**src/rtl/serline_pkg.sv**
```systemverilog
package serline_pkg;
  localparam int CODE_W = 3;

  typedef enum logic [CODE_W-1:0] {
    CODE_NRZ  = 3'b000,
    CODE_NRZI = 3'b010,
    CODE_FM0  = 3'b100,
    CODE_FM1  = 3'b101,
    CODE_MAN  = 3'b110,
    CODE_BAD  = 3'b111
  } lineCode_e;

  typedef struct packed {
    logic      bndStb;   // bit start (halfEn and bitEn)
    logic      midStb;   // mid-bit (halfEn without bitEn)
    logic      decStb;   // complete cell captured, emit a decoded bit
    logic      idleStb;  // reserved code: force idle line
    lineCode_e code;
  } cellStrobe_t;
endpackage

```
**src/rtl/serline_ctrl.sv**
```systemverilog
module serline_ctrl
  import serline_pkg::*;
(
  input  logic              clk,
  input  logic              rstN,
  input  logic [CODE_W-1:0] modeSel,
  input  logic              halfEn,
  input  logic              bitEn,
  output cellStrobe_t       strb,
  output logic              cfgErr
);
  lineCode_e codeD;
  logic      midSeen;
  logic      bndNow;
  logic      midNow;

  always_comb begin
    case (modeSel)
      3'b000:  codeD = CODE_NRZ;
      3'b010:  codeD = CODE_NRZI;
      3'b100:  codeD = CODE_FM0;
      3'b101:  codeD = CODE_FM1;
      3'b110:  codeD = CODE_MAN;
      default: codeD = CODE_BAD;
    endcase
  end

  assign cfgErr = (codeD == CODE_BAD);
  assign bndNow = halfEn & bitEn;
  assign midNow = halfEn & ~bitEn;

  // Tracks whether the first half of the current cell has been sampled.
  always_ff @(posedge clk) begin
    if (!rstN)       midSeen <= 1'b0;
    else if (bndNow) midSeen <= 1'b0;
    else if (midNow) midSeen <= 1'b1;
  end

  always_comb begin
    strb.bndStb  = bndNow;
    strb.midStb  = midNow;
    strb.decStb  = bndNow & midSeen & ~cfgErr;
    strb.idleStb = cfgErr;
    strb.code    = codeD;
  end
endmodule

```
**src/rtl/serline_dp.sv**
```systemverilog
module serline_dp
  import serline_pkg::*;
(
  input  logic        clk,
  input  logic        rstN,
  input  cellStrobe_t strb,
  input  logic        txData,
  input  logic        rxLine,
  output logic        txLine,
  output logic        rxData,
  output logic        rxValid
);
  // ---------------- encoder ----------------
  logic lineQ;
  logic heldBit;
  logic nextLine;

  always_comb begin
    nextLine = lineQ;
    if (strb.idleStb) begin
      nextLine = 1'b1;
    end else if (strb.bndStb) begin
      case (strb.code)
        CODE_NRZ:          nextLine = txData;
        CODE_NRZI:         nextLine = txData ? lineQ : ~lineQ;
        CODE_FM0, CODE_FM1: nextLine = ~lineQ;
        CODE_MAN:          nextLine = txData;
        default:           nextLine = 1'b1;
      endcase
    end else if (strb.midStb) begin
      case (strb.code)
        CODE_FM0: nextLine = heldBit ? lineQ : ~lineQ;
        CODE_FM1: nextLine = heldBit ? ~lineQ : lineQ;
        CODE_MAN: nextLine = ~lineQ;
        default:  nextLine = lineQ;
      endcase
    end
  end

  always_ff @(posedge clk) begin
    if (!rstN) begin
      lineQ   <= 1'b1;
      heldBit <= 1'b0;
    end else begin
      lineQ <= nextLine;
      if (strb.bndStb) heldBit <= txData;
    end
  end

  assign txLine = lineQ;

  // ---------------- decoder ----------------
  logic firstHalf;
  logic endLevel;
  logic decBit;

  always_comb begin
    case (strb.code)
      CODE_NRZ:  decBit = firstHalf;
      CODE_NRZI: decBit = (firstHalf == endLevel);
      CODE_FM0:  decBit = (firstHalf == rxLine);
      CODE_FM1:  decBit = (firstHalf != rxLine);
      CODE_MAN:  decBit = firstHalf;
      default:   decBit = 1'b0;
    endcase
  end

  always_ff @(posedge clk) begin
    if (!rstN) begin
      firstHalf <= 1'b1;
      endLevel  <= 1'b1;
      rxData    <= 1'b0;
      rxValid   <= 1'b0;
    end else begin
      if (strb.midStb) firstHalf <= rxLine;
      if (strb.bndStb) endLevel  <= rxLine;
      rxValid <= strb.decStb;
      if (strb.decStb) rxData <= decBit;
    end
  end
endmodule

```
**src/rtl/serline_codec.sv**
```systemverilog
module serline_codec
  import serline_pkg::*;
(
  input  logic              clk,
  input  logic              rstN,
  input  logic [CODE_W-1:0] modeSel,
  input  logic              halfEn,
  input  logic              bitEn,
  input  logic              txData,
  output logic              txLine,
  input  logic              rxLine,
  output logic              rxData,
  output logic              rxValid,
  output logic              cfgErr
);
  cellStrobe_t strb;

  serline_ctrl ctrl_i (
    .clk     (clk),
    .rstN    (rstN),
    .modeSel (modeSel),
    .halfEn  (halfEn),
    .bitEn   (bitEn),
    .strb    (strb),
    .cfgErr  (cfgErr)
  );

  serline_dp dp_i (
    .clk     (clk),
    .rstN    (rstN),
    .strb    (strb),
    .txData  (txData),
    .rxLine  (rxLine),
    .txLine  (txLine),
    .rxData  (rxData),
    .rxValid (rxValid)
  );
endmodule

```
**config.mk**
```make
export PLATFORM = sky130hd
export DESIGN_NAME = serline_codec
export DESIGN_NICKNAME = d
export VERILOG_FILES = /design/src/rtl/serline_pkg.sv /design/src/rtl/serline_ctrl.sv /design/src/rtl/serline_dp.sv /design/src/rtl/serline_codec.sv
export SDC_FILE = /design/constraint.sdc
export NUM_CORES = 1
export LEC_CHECK = 0
export ABC_AREA = 1
export BUFFER_PORTS_ARGS = -buffer_cell sky130_fd_sc_hd__buf_4
export CAP_MARGIN = 30
export CELL_PAD_IN_SITES_DETAIL_PLACEMENT = 1
export CELL_PAD_IN_SITES_GLOBAL_PLACEMENT = 2
export CORE_ASPECT_RATIO = 0.9
export CORE_MARGIN = 2
export CORE_UTILIZATION = 25
export DETAILED_ROUTE_END_ITERATION = 12
export PLACE_DENSITY = 0.77
export SLEW_MARGIN = 20
export SYNTH_ARGS = -nofsm -noshare
export SYNTH_HDL_FRONTEND = slang
export SYNTH_SLANG_ARGS = --single-unit
```
**constraint.sdc**
```tcl
create_clock -name clk -period 1.7 [get_ports clk]
set_input_delay 0.34 -clock clk [delete_from_list [all_inputs] [get_ports clk]]
set_output_delay 0.34 -clock clk [all_outputs]
set_load 0.03 [all_outputs]
```
# Yosys cells after proc, flatten, opt, wreduce, memory -nomap -nowiden
# Index checks and enable logic that the tools add are counted.
# classes
n_eq_ne	15
n_mux	9
bitwise_logic	8
reduce_logical	9
# ops
cell	n
3-bit == test, second input constant	7
3-bit one-hot mux with 5 select lines	1
2-bit OR reduction	4
3-bit by 2-bit == test with 1-bit output, second input constant	2
3-bit logical NOT	2
3-bit inequality test, second input constant	2
1-bit one-hot mux with 3 select lines	2
1-bit 2-to-1 mux	5
5-bit AND reduction	1
1-bit bitwise AND	4
1-bit inverter	4
1-bit one-hot mux with 4 select lines	1
4-bit nonzero test	1
3-bit by 2-bit inequality test with 1-bit output, second input constant	1
1-bit == test	2
2-bit nonzero test	1
1-bit inequality test	1
# totals
register_bits	7
in_bits	9
out_inout_bits	4
word_cells	48

# Depth between registers and ports, before layout
# logic_depth
ltp_word	6
mapped_depth	9
ltp_nobuf	9

# By module
# A second synthesis with hierarchy kept.
# unflattened
hier_cells	85
hier_area_um2	505.5
# by_module_without_submodules
mod	instances	cells_each	area_per_inst_um2	seq_area_each_um2
serline_dp	1	64	384.1	120.1
serline_ctrl	1	21	121.4	20.0

# Worst setup path before layout
# No wires, ideal clock.
# synth_timing
kind	input-to-reg
start	in modeSel[2]
end	reg dp_i.rxData
setup_ns	0.120
arrival_time_ns	0.897
required_time_ns	1.580
slack_ns	0.684
cell_stages	6
n_path_buf	0
cell_sequence	inv_2 -> nor2_2 -> nor2_4 -> nor2_2 -> o21ai_0 -> a21oi_1
# synth_between
elab_chain_len	5
elab_cells_between_ends	16
classes_between	eq/ne (9); mux (2); bitwise (2); reduce/logical (3)
# synth_lines
element	line	source
start, declared	serline_codec.sv:6	input logic [CODE_W-1:0] modeSel,
3-bit == test (tied with other cells)	serline_ctrl.sv:18	case (modeSel)
3-bit one-hot mux with 5 select lines (*)	serline_ctrl.sv:18	
3-bit == test (*)	serline_ctrl.sv:28	assign cfgErr = (codeD == CODE_BAD);
via cfgErr	serline_codec.sv:14	output logic cfgErr
1-bit inverter (*)	serline_ctrl.sv:42	strb.decStb = bndNow & midSeen & ~cfgErr;
1-bit bitwise AND (*)	serline_ctrl.sv:42	
end signal, assigned	serline_dp.sv:78	if (strb.decStb) rxData <= decBit;
end, declared	serline_dp.sv:10	output logic rxData,
# Mark *: on every way through the listed nets, which the timed path passes. The rest lies on a longest branch.
# A chain may end at the register's enable or synchronous reset.

# Worst setup path after layout
# layout_timing
start	in modeSel[2]
end	out cfgErr
# layout_between
elab_chain_len	3
elab_cells_between_ends	7
classes_between	eq/ne (5); mux (1); reduce/logical (1)
# layout_lines
element	line
3-bit == test (tied with other cells)	serline_ctrl.sv:18
3-bit one-hot mux with 5 select lines (*)	serline_ctrl.sv:18
3-bit == test (*)	serline_ctrl.sv:28
end, declared	serline_codec.sv:14
# Mark *: on every way between the ends. The rest lies on a longest branch, timed or not.

==> results.sh <==
export IMPL_status="complete, no violations"
export IMPL_io_pins=13
export IMPL_worst_pin_slew_ns=0.3234
export IMPL_portBuffers=12
export IMPL_cts_made_buffers=3
export IMPL_seqCellArea_um2=140.1
export IMPL_path_cells="buf_4 > inv_2 > nor2_2 > nor2_4 > buf_4"
export IMPL_ant_nets=0
export IMPL_ys_types=17
export IMPL_grt_first_pass_wirelength_mm=2.332
export IMPL_synth_yosys_seq_area_share_pct=30.52
export IMPL_r2r_end="dp_i.rxData"
export IMPL_finalCritPeriodShare_pct=73.08
export IMPL_p_leak_nw=0.3159
export IMPL_slew_headroom_pct=78.17
export IMPL_holdPathStages=2
export IMPL_max_clock_freq_mhz=805.0
export IMPL_cts_tree="yes"
export IMPL_p_per_area_nw_per_um2=729.7
export IMPL_routabilityCongestion=0.7668
export IMPL_fillers=241
export IMPL_yosysMostFrequentCell="nand2_1"
export IMPL_viasPerCell=4.602
export IMPL_max_stage_delay_ns=0.18
export IMPL_die_h_um=44.66
export IMPL_crit_path_end_kind="primary output"
export IMPL_crit_arrival_ns=0.90
export IMPL_finalSetupTns_ns=0
export IMPL_layout_drive_gt1_share_pct=23.40
export IMPL_ctsHoldBuffers=0
export IMPL_wl_per_cell_um=11.75
export IMPL_antenna_found_initial=0
export IMPL_synth_common_cells="nand2_1, nand3_1, nor2_1"
export IMPL_worstSetupPathType="input port to primary output"
export IMPL_path_buf_inv=3
export IMPL_cp_required_ns=1.36
export IMPL_dr_pass1_iters=4
export IMPL_post_route_util_pct=35.64
export IMPL_reg2reg_depth=6
export IMPL_die_area_um2=2196
export IMPL_grt_overflow=0
export IMPL_fin_nets=104
export IMPL_synth_edf_count=0
export IMPL_drv_cap=0
export IMPL_synth_top_area_share_pct=30.52
export IMPL_rows=14
export IMPL_syn_area_per_cell_um2=5.887
export IMPL_drt_wl_total_mm=1.387
export IMPL_syn_nets=87
export IMPL_post_cts_buffers=0
export IMPL_hold_violations=0
export IMPL_grt_setup_unrepaired="no"
export IMPL_path_common_cell="buf_4"
export IMPL_worstSetupPathDepth=5
export IMPL_clockBufferDepth=2
export IMPL_synthToLayoutAreaGrowth_pct=31.88
export IMPL_finClkSkew_ns=0.005229
export IMPL_cp_start_kind="input port"
export IMPL_path_max_fanout=5
export IMPL_setup_viol=0
export IMPL_placed_cell_area_um2=579.3
export IMPL_cts_sinks=7
export IMPL_finalMaxSlewViolations=0
export IMPL_vdd_ir_drop_worst_mv=0.3508
export IMPL_min_path_type="input port to flip-flop"
export IMPL_grt_max_degree=7
export IMPL_yosysWarnings=0
export IMPL_ctsHtreeMaxLevel=1
export IMPL_synthFlopType="dfxtp_1"
export IMPL_critPathLaunch="modeSel[2]"
export IMPL_power_w=0.0004419
export IMPL_synth_area_leaders="dfxtp_1, nand2_1, nand3_1, nor2_1, inv_1"
export IMPL_ys_async_sr_fraction_pct=0
export IMPL_fin_area_um2=605.6
export IMPL_multiInputGateArea_um2=274.0
export IMPL_synth_top_area_cell="dfxtp_1"
export IMPL_grt_pass1_vias=541
export IMPL_r2r_start="dp_i.firstHalf"
export IMPL_grt_use_total_pct=14.81
export IMPL_fin_crit_ns=1.242
export IMPL_start_util_pct=27.03
export IMPL_dr_first_iter_drc_count=5
export IMPL_ys_ff_latch=7
export IMPL_endpoint="cfgErr"
export IMPL_coreArea_um2=1699
export IMPL_reg2reg_slack_ns=0.79
export IMPL_syn_inst=78
export IMPL_cts_clk_slew_worst_paths_ns=0.06
export IMPL_netlist_area_um2=459.2
export IMPL_dp_hpwl_mm=1.184
export IMPL_cp_slowest_cell="buf_4"
export IMPL_cts_root_buf="clkbuf_4"
export IMPL_diodes=0
export IMPL_drc=0
export IMPL_die_w_um=49.18
export IMPL_vias=543
export IMPL_crit_family="buffers and inverters"
export IMPL_clock_latency_ns=0.27
export IMPL_cts_resized=0
-- cell families (layout without fill, tap and decap cells) --
logic type      count (synthesis)  in the layout  share of synthesized area, %
compound gates                  6              6                         8.447
buf+inv                        12             28                         9.809
flops                           7              7                         30.52
simple gates                   53             53                         51.22
-- flip-flops by register name, indices dropped and copies added, names as in the netlist --
| name | count |
|---|---|
| ctrl_i.midSeen | 1 |
| dp_i.endLevel | 1 |
| dp_i.firstHalf | 1 |
| dp_i.heldBit | 1 |
| dp_i.rxData | 1 |
| dp_i.rxValid | 1 |
| dp_i.txLine | 1 |
-- worst min path at each step --
stage                                to           from  slack, ns
final                      dp_i.heldBit           rstN       0.32
after global routing      dp_i.endLevel           rstN       0.34
after CTS                  dp_i.heldBit           rstN       0.32
after detailed placement  dp_i.endLevel  dp_i.endLevel       0.49
after global placement    dp_i.endLevel  dp_i.endLevel       0.46
after floorplan           dp_i.endLevel           rstN       0.44
-- report_power, final --
group | switching (W) | total (W) | leakage, nW | internal (W)
Combinational | 0.0000612 | 0.0000999 | 0.243 | 0.0000387
Clock | 0.0000743 | 0.000165 | 0.0150 | 0.0000904
Sequential | 0.00000503 | 0.000177 | 0.0575 | 0.000172
-- worst reg2reg max path: stages (launching register included) --
cell     delay (ns)
dfxtp_1        0.38
inv_1          0.08
nand2_1        0.07
nand4_1        0.08
nand2_1        0.07
nor2_1         0.04
a21oi_1        0.13
-- metal layers --
metal | track usage (%) | part of all wire, % | vias to the layer above
li1 | - | - | 282
met1 | 15.98 | 46 | 250
met2 | 27.30 | 49 | 8
met3 | 5.068 | 3.3 | 3
met4 | 5.143 | 1.5 | 0
met5 | 0 | 0 | -
-- final cells by class --
type / count / area share [%]
clock buffers: 4 / 4.339
inverters: 12 / 7.438
multi-input cells: 59 / 45.25
flip-flops and latches: 7 / 23.14
well taps: 24 / 4.959
repair buffers: 12 / 14.88
-- through the flow --
| stage | hold slack, ns | instances | setup WS (ns) |
|---|---|---|---|
| after floorplan | 0.4386 | 78 | 0.6837 |
| after global placement | 0.4584 | 114 | 0.4394 |
| after detailed placement | 0.4881 | 114 | 0.4178 |
| after CTS | 0.3178 | 118 | 0.4515 |
| after global routing | 0.3425 | 118 | 0.4162 |
| final | 0.3247 | 118 | 0.4577 |
-- cell usage in the layout (no fill, tap or decap) --
cell type and instances:
inv_1 8, dfxtp_1 7, nor2_4 1, o21ai_0 2, nor3_1 2, nor2_1 11, o21a_1 1, o211ai_1 1
clkinv_1 1, buf_4 12, a21oi_1 1, nand4_1 2, nor2_2 2, clkbuf_1 1, nand3_1 11, o311ai_0 1
clkbuf_4 3, nand2_2 1, nand2_1 23, inv_2 3
Power figures use the tool's default switching activity.
